`config.mk`:
```
export PLATFORM = sky130hd
export DESIGN_NAME = line_prefetch_seq
export DESIGN_NICKNAME = d
export VERILOG_FILES = /design/src/rtl/lps_pkg.sv /design/src/rtl/lps_edge.sv /design/src/rtl/lps_frame_fsm.sv /design/src/rtl/lps_line_issuer.sv /design/src/rtl/line_prefetch_seq.sv
export SDC_FILE = /design/constraint.sdc
export NUM_CORES = 1
export LEC_CHECK = 0
export ABC_AREA = 1
export BUFFER_PORTS_ARGS = -buffer_cell sky130_fd_sc_hd__buf_2
export CORE_ASPECT_RATIO = 1.75
export CORE_MARGIN = 3
export CORE_UTILIZATION = 40
export DETAILED_ROUTE_END_ITERATION = 16
export GPL_TIMING_DRIVEN = 0
export PLACE_DENSITY = 0.73
export SLEW_MARGIN = 20
export SYNTH_ARGS = -nofsm -noshare
export SYNTH_HDL_FRONTEND = slang
export SYNTH_SLANG_ARGS = --single-unit
```
`constraint.sdc`:
```
create_clock -name clk -period 1.6 [get_ports clk]
set_input_delay 0.08 -clock clk [delete_from_list [all_inputs] [get_ports clk]]
set_output_delay 0.08 -clock clk [all_outputs]
set_load 0.02 [all_outputs]
```
`src/rtl/lps_pkg.sv`:
```
// Shared types for the line prefetch sequencer.
// Assumes: nothing beyond IEEE 1800-2017 synthesizable subset.
package lps_pkg;

    // Frame-level phase of the sequencer.
    typedef enum logic [1:0] {
        PH_SEEK_HIGH = 2'd0,   // waiting to see vertical sync asserted
        PH_SEEK_LOW  = 2'd1,   // vertical sync seen high, waiting for its end
        PH_LINES     = 2'd2    // frame armed, serving line events
    } lps_phase_e;

endpackage

```
`src/rtl/lps_edge.sv`:
```
// Edge detector for a vector of synchronous level signals.
// Produces one-cycle rise/fall strobes combinationally from the current
// input and a registered copy; assumes inputs are already in the clk domain.
module lps_edge #(
    parameter int W = 2
) (
    input  logic         clk,
    input  logic         rst_n,
    input  logic [W-1:0] sig,
    output logic [W-1:0] rise,
    output logic [W-1:0] fall
);

    logic [W-1:0] prev;

    for (genvar i = 0; i < W; i++) begin : g_bit
        // Remember last sampled level of this bit.
        always_ff @(posedge clk) begin
            if (!rst_n) prev[i] <= 1'b0;
            else        prev[i] <= sig[i];
        end
        assign rise[i] = sig[i] & ~prev[i];
        assign fall[i] = ~sig[i] & prev[i];
    end

endmodule

```
`src/rtl/lps_frame_fsm.sv`:
```
// Frame phase controller: arms a frame when vertical sync has been seen
// high and then falls, and disarms after the last row has been requested.
// Assumes vs_fall is a one-cycle strobe from lps_edge.
module lps_frame_fsm
    import lps_pkg::*;
(
    input  logic       clk,
    input  logic       rst_n,
    input  logic       vs_level,
    input  logic       vs_fall,
    input  logic       last_issue,
    output lps_phase_e phase,
    output logic       frame_start
);

    lps_phase_e phase_nx;

    // Next-phase decision.
    always_comb begin
        phase_nx = phase;
        unique case (phase)
            PH_SEEK_HIGH: if (vs_level)   phase_nx = PH_SEEK_LOW;
            PH_SEEK_LOW:  if (vs_fall)    phase_nx = PH_LINES;
            PH_LINES:     if (last_issue) phase_nx = PH_SEEK_HIGH;
            default:                      phase_nx = PH_SEEK_HIGH;
        endcase
    end

    // Phase register.
    always_ff @(posedge clk) begin
        if (!rst_n) phase <= PH_SEEK_HIGH;
        else        phase <= phase_nx;
    end

    assign frame_start = (phase == PH_SEEK_LOW) && vs_fall;

endmodule

```
`src/rtl/lps_line_issuer.sv`:
```
// Line request issuer: turns line events into row-indexed read requests,
// holds one request while the memory controller is busy, flags overruns
// and wraps the row counter after ROWS requests.
// Assumes line events are one-cycle strobes and frame_start is a strobe.
module lps_line_issuer #(
    parameter int ROWS  = 480,
    parameter int ROW_W = $clog2(ROWS)
) (
    input  logic             clk,
    input  logic             rst_n,
    input  logic             frame_start,
    input  logic             in_lines,
    input  logic             line_evt,
    input  logic             mem_busy,
    output logic             req_valid,
    output logic             req_first,
    output logic [ROW_W-1:0] req_row,
    output logic [ROW_W-1:0] next_row,
    output logic             overrun,
    output logic             last_issue
);

    localparam logic [ROW_W-1:0] LAST_ROW = ROW_W'(ROWS - 1);

    logic pending;
    logic want;
    logic fire;

    // Issue decision for this cycle.
    always_comb begin
        want       = in_lines && (line_evt || pending);
        fire       = want && !mem_busy;
        last_issue = fire && (next_row == LAST_ROW);
    end

    // Request, row counter, pending and overrun registers.
    always_ff @(posedge clk) begin
        if (!rst_n) begin
            req_valid <= 1'b0;
            req_first <= 1'b0;
            req_row   <= '0;
            next_row  <= '0;
            pending   <= 1'b0;
            overrun   <= 1'b0;
        end else begin
            req_valid <= 1'b0;
            if (frame_start) begin
                next_row <= '0;
                pending  <= 1'b0;
                overrun  <= 1'b0;
            end else if (in_lines) begin
                if (line_evt && (pending || mem_busy)) overrun <= 1'b1;
                if (fire) begin
                    req_valid <= 1'b1;
                    req_first <= (next_row == '0);
                    req_row   <= next_row;
                    pending   <= 1'b0;
                    next_row  <= last_issue ? '0 : next_row + 1'b1;
                end else if (line_evt) begin
                    pending <= 1'b1;
                end
            end
        end
    end

endmodule

```
`src/rtl/line_prefetch_seq.sv`:
```
// Video line prefetch sequencer top: edge-detects the sync inputs, tracks
// the frame phase and issues one burst read per display line.
// Assumes sync inputs and mem_busy are synchronous to clk.
module line_prefetch_seq #(
    parameter int ROWS        = 480,
    parameter int LINE_PIXELS = 640,
    parameter int BPP         = 8,
    parameter int STRIDE_LOG2 = 10,
    localparam int ROW_W      = $clog2(ROWS),
    localparam int ADDR_W     = ROW_W + STRIDE_LOG2,
    localparam int LINE_BYTES = LINE_PIXELS * BPP / 8,
    localparam int LEN_W      = $clog2(LINE_BYTES + 1)
) (
    input  logic              clk,
    input  logic              rst_n,
    input  logic              vsync_in,
    input  logic              hsync_in,
    input  logic              mem_busy,
    output logic              req_valid,
    output logic              req_first,
    output logic [ROW_W-1:0]  req_row,
    output logic [ADDR_W-1:0] req_addr,
    output logic [LEN_W-1:0]  req_len,
    output logic [ROW_W-1:0]  cur_row,
    output logic              overrun,
    output logic              in_frame
);
    import lps_pkg::*;

    logic [1:0] sync_rise;
    logic [1:0] sync_fall;
    lps_phase_e phase;
    logic       frame_start;
    logic       last_issue;

    lps_edge #(.W(2)) u_edge (
        .clk   (clk),
        .rst_n (rst_n),
        .sig   ({hsync_in, vsync_in}),
        .rise  (sync_rise),
        .fall  (sync_fall)
    );

    lps_frame_fsm u_fsm (
        .clk         (clk),
        .rst_n       (rst_n),
        .vs_level    (vsync_in),
        .vs_fall     (sync_fall[0]),
        .last_issue  (last_issue),
        .phase       (phase),
        .frame_start (frame_start)
    );

    lps_line_issuer #(.ROWS(ROWS), .ROW_W(ROW_W)) u_issuer (
        .clk         (clk),
        .rst_n       (rst_n),
        .frame_start (frame_start),
        .in_lines    (phase == PH_LINES),
        .line_evt    (sync_rise[1]),
        .mem_busy    (mem_busy),
        .req_valid   (req_valid),
        .req_first   (req_first),
        .req_row     (req_row),
        .next_row    (cur_row),
        .overrun     (overrun),
        .last_issue  (last_issue)
    );

    assign req_addr = {req_row, {STRIDE_LOG2{1'b0}}};
    assign req_len  = LEN_W'(LINE_BYTES);
    assign in_frame = (phase == PH_LINES);

    logic unused_ok;
    assign unused_ok = ^{sync_rise[0], sync_fall[1]};

endmodule

```
==> metrics <==
via count=1209; Via density=between 4 and 5; vias in the first global route=between 1000 and 1500; status=finished, final reports clean; Pwr Total=~0.0012 W; largest net degree at the start of global routing=15; Bufs on Longest Clock Path=2; Nets=245; Ports=56; drt total wl=2790 um; Worst Setup End Kind=flip-flop; TNS Setup=0 ns; Final Slew Violations=0; Setup Skew=between 0.002 and 0.0025 ns; Die Y=approximately 83 um; type of origin of the critical path=flip-flop; setup violators final=0; hold_buf cts=0; Post-Syn Area per Cell=around 7.6 um^2; num rows=27; area of the multi-input gates=between 500 and 600 um^2; Worst-Skew Late Latency=approximately 0.26 ns; die area=~0.0042 mm^2; fin crit period=1.40 ns; CTS Buf Count=3; final worst-path cycle share=slightly below 90%; final hold viol count=0; clk slew on worst S/H paths=about 0.09 ns; leakage=approximately 0.95 nW; pwr dens=699 mW/mm^2; DRC viols=0; CTS tree=done; Post-CTS Setup Bufs=0; crit path kind=reg -> reg; register area share after synthesis=roughly 38%; core area=~0.0032 mm^2; GRT overflow=0; Mapped Area=0.00137 mm^2; IO Port Bufs=35; P&R area growth vs syn=25.8%; HP Class=in -> reg; Ys Warns=0; Initial Utilization=42.7%; drt pass-1 iters=5; Sink Count=26; Max H-tree Level=1; DIE WIDTH=between 50 and 60 um; worst path required time=around 1.8 ns; first-pass GRT wire length=around 4500 um; GP Congestion=0.818; Fillers=319; Fmax=717 MHz; Root Driver=clkbuf_8; Peak VDD IR=roughly 480 uV; CP Data Arrival Time=between 1.5 and 2 ns; post-DP HPWL=~2300 um; DRT iter0 DRCs=39; ANT nets after route=0; Crit Path Max Fanout=5; most common cell after layout, fill and taps aside=buf_2; Synth Register Bits=26; gr usage total=13.3%; Cells after Synth=180; max_cap viols=0; most frequent cells in the layout=35 x buf_2, 29 x buf_4, 26 x nor2_1, 24 x dfxtp_1; DR WL/cell=~10 um; initial antenna violation count=0; share of cells above drive strength 1=34.2%; post-synth cell types=27; antenna cells=0; Hold Slack=0.00817 ns; RSZ-0062 raised after global routing=no; FF+latch area=approximately 520 um^2
==> cell usage after synthesis <==
| master | n | area [um^2] |
|---|---|---|
| ha_1 | 2 | 25.0 |
| conb_1 | 2 | 7.51 |
| a21oi_1 | 12 | 60.1 |
| nand2_2 | 2 | 12.5 |
| xnor2_1 | 1 | 8.76 |
| buf_6 | 2 | 22.5 |
| nand2_1 | 21 | 78.8 |
| a211oi_1 | 1 | 7.51 |
| nor2_8 | 1 | 20.0 |
| inv_2 | 2 | 7.51 |
| nand2_4 | 1 | 11.3 |
| clkbuf_1 | 1 | 3.75 |
| xor2_1 | 2 | 17.5 |
| nand3_2 | 1 | 10.0 |
| nor3_1 | 1 | 5.00 |
| o211ai_1 | 1 | 7.51 |
| inv_1 | 21 | 78.8 |
| nand3_1 | 8 | 40.0 |
| nor3b_1 | 1 | 7.51 |
| buf_4 | 29 | 218 |
| o21ai_0 | 9 | 45.0 |
| a31oi_1 | 1 | 6.26 |
| o211a_1 | 1 | 10.0 |
| nor2_4 | 2 | 22.5 |
| dfxtp_1 | 26 | 521 |
| nor2_1 | 26 | 97.6 |
| nand4_1 | 3 | 18.8 |
==> worst max-delay path, cell delays in order, from the launching register on <==
cell and delay [ns]:
dfxtp_2 0.37, ha_1 0.17, nand2_1 0.11, nor2_1 0.16, nand3_1 0.15, nor2_1 0.11
nor2_1 0.08, inv_1 0.10, nor2_1 0.05
==> kinds of logic (layout without fill, tap and decap cells) <==
group,Yosys count,after routing,share of synthesized area [%]
AND/OR/NAND/NOR,67,67,23.7
buffers and inverters,55,94,24.1
flip-flops,26,26,38.0
AO/OA/AOI/OAI,25,25,9.96
XOR/XNOR,3,3,1.92
adder cells (fa/ha/maj),2,2,1.83
other,2,20,0.548
==> power breakdown <==
part	internal (W)	total, W	switching (W)
clock	0.000220	0.000416	0.000197
combinational	0.0000492	0.000131	0.0000813
sequential	0.000654	0.000659	0.00000525
total	0.000923	0.00121	0.000283
==> registers in the layout, summed over array words and instances (netlist names) <==
name / flops
u_edge.prev: 2
u_fsm.phase: 2
u_issuer.next_row: 9
u_issuer.overrun: 1
u_issuer.pending: 1
u_issuer.req_first: 1
u_issuer.req_row: 9
u_issuer.req_valid: 1
==> through the flow <==
stage	std cells	instance area, um^2	worst slack (ns)	utilization (%)
finish	280	1720	0.205	53.7
global route	280	1720	0.00661	53.7
global placement	276	1670	0.149	51.9
floorplan	198	1440	0.211	-
detailed placement	276	1670	0.138	51.9
CTS	280	1720	0.124	53.6
==> area by class of cell <==
class / instances / share of cell area [%]
multi-input combinational: 117 / 34.0
clock buffer: 4 / 3.19
timing repair buffer: 35 / 10.2
inverter: 23 / 5.01
buffer: 32 / 14.2
tap: 43 / 3.12
sequential: 26 / 30.3
==> per-layer routing <==
| metal | GRT usage, % | vias to the layer above | routed length, um |
|---|---|---|---|
| met5 | 0 | - | 0 |
| met4 | 5.29 | 0 | 40 |
| met3 | 1.62 | 4 | 222 |
| met2 | 24.3 | 54 | 1460 |
| met1 | 14.8 | 526 | 1070 |
| li1 | - | 625 | - |
==> path summary, 6_finish.rpt <==
check	from	end	slack [ns]	cells after the start
worst max register to register	u_issuer.next_row[1]	u_issuer.next_row[6]	0.20	8
worst min-delay path	hsync_in	u_edge.prev[1]	0.008	3
worst min register to register	u_issuer.overrun	u_issuer.overrun	0.45	2
worst max-delay path	u_issuer.next_row[1]	u_issuer.next_row[6]	0.20	8
==> repair_timing <==
action	in CTS	in global routing
hold endpoints to repair	0	0
resized for setup	0	2
setup endpoints to repair	0	3
(Power assumes the default switching activity.)
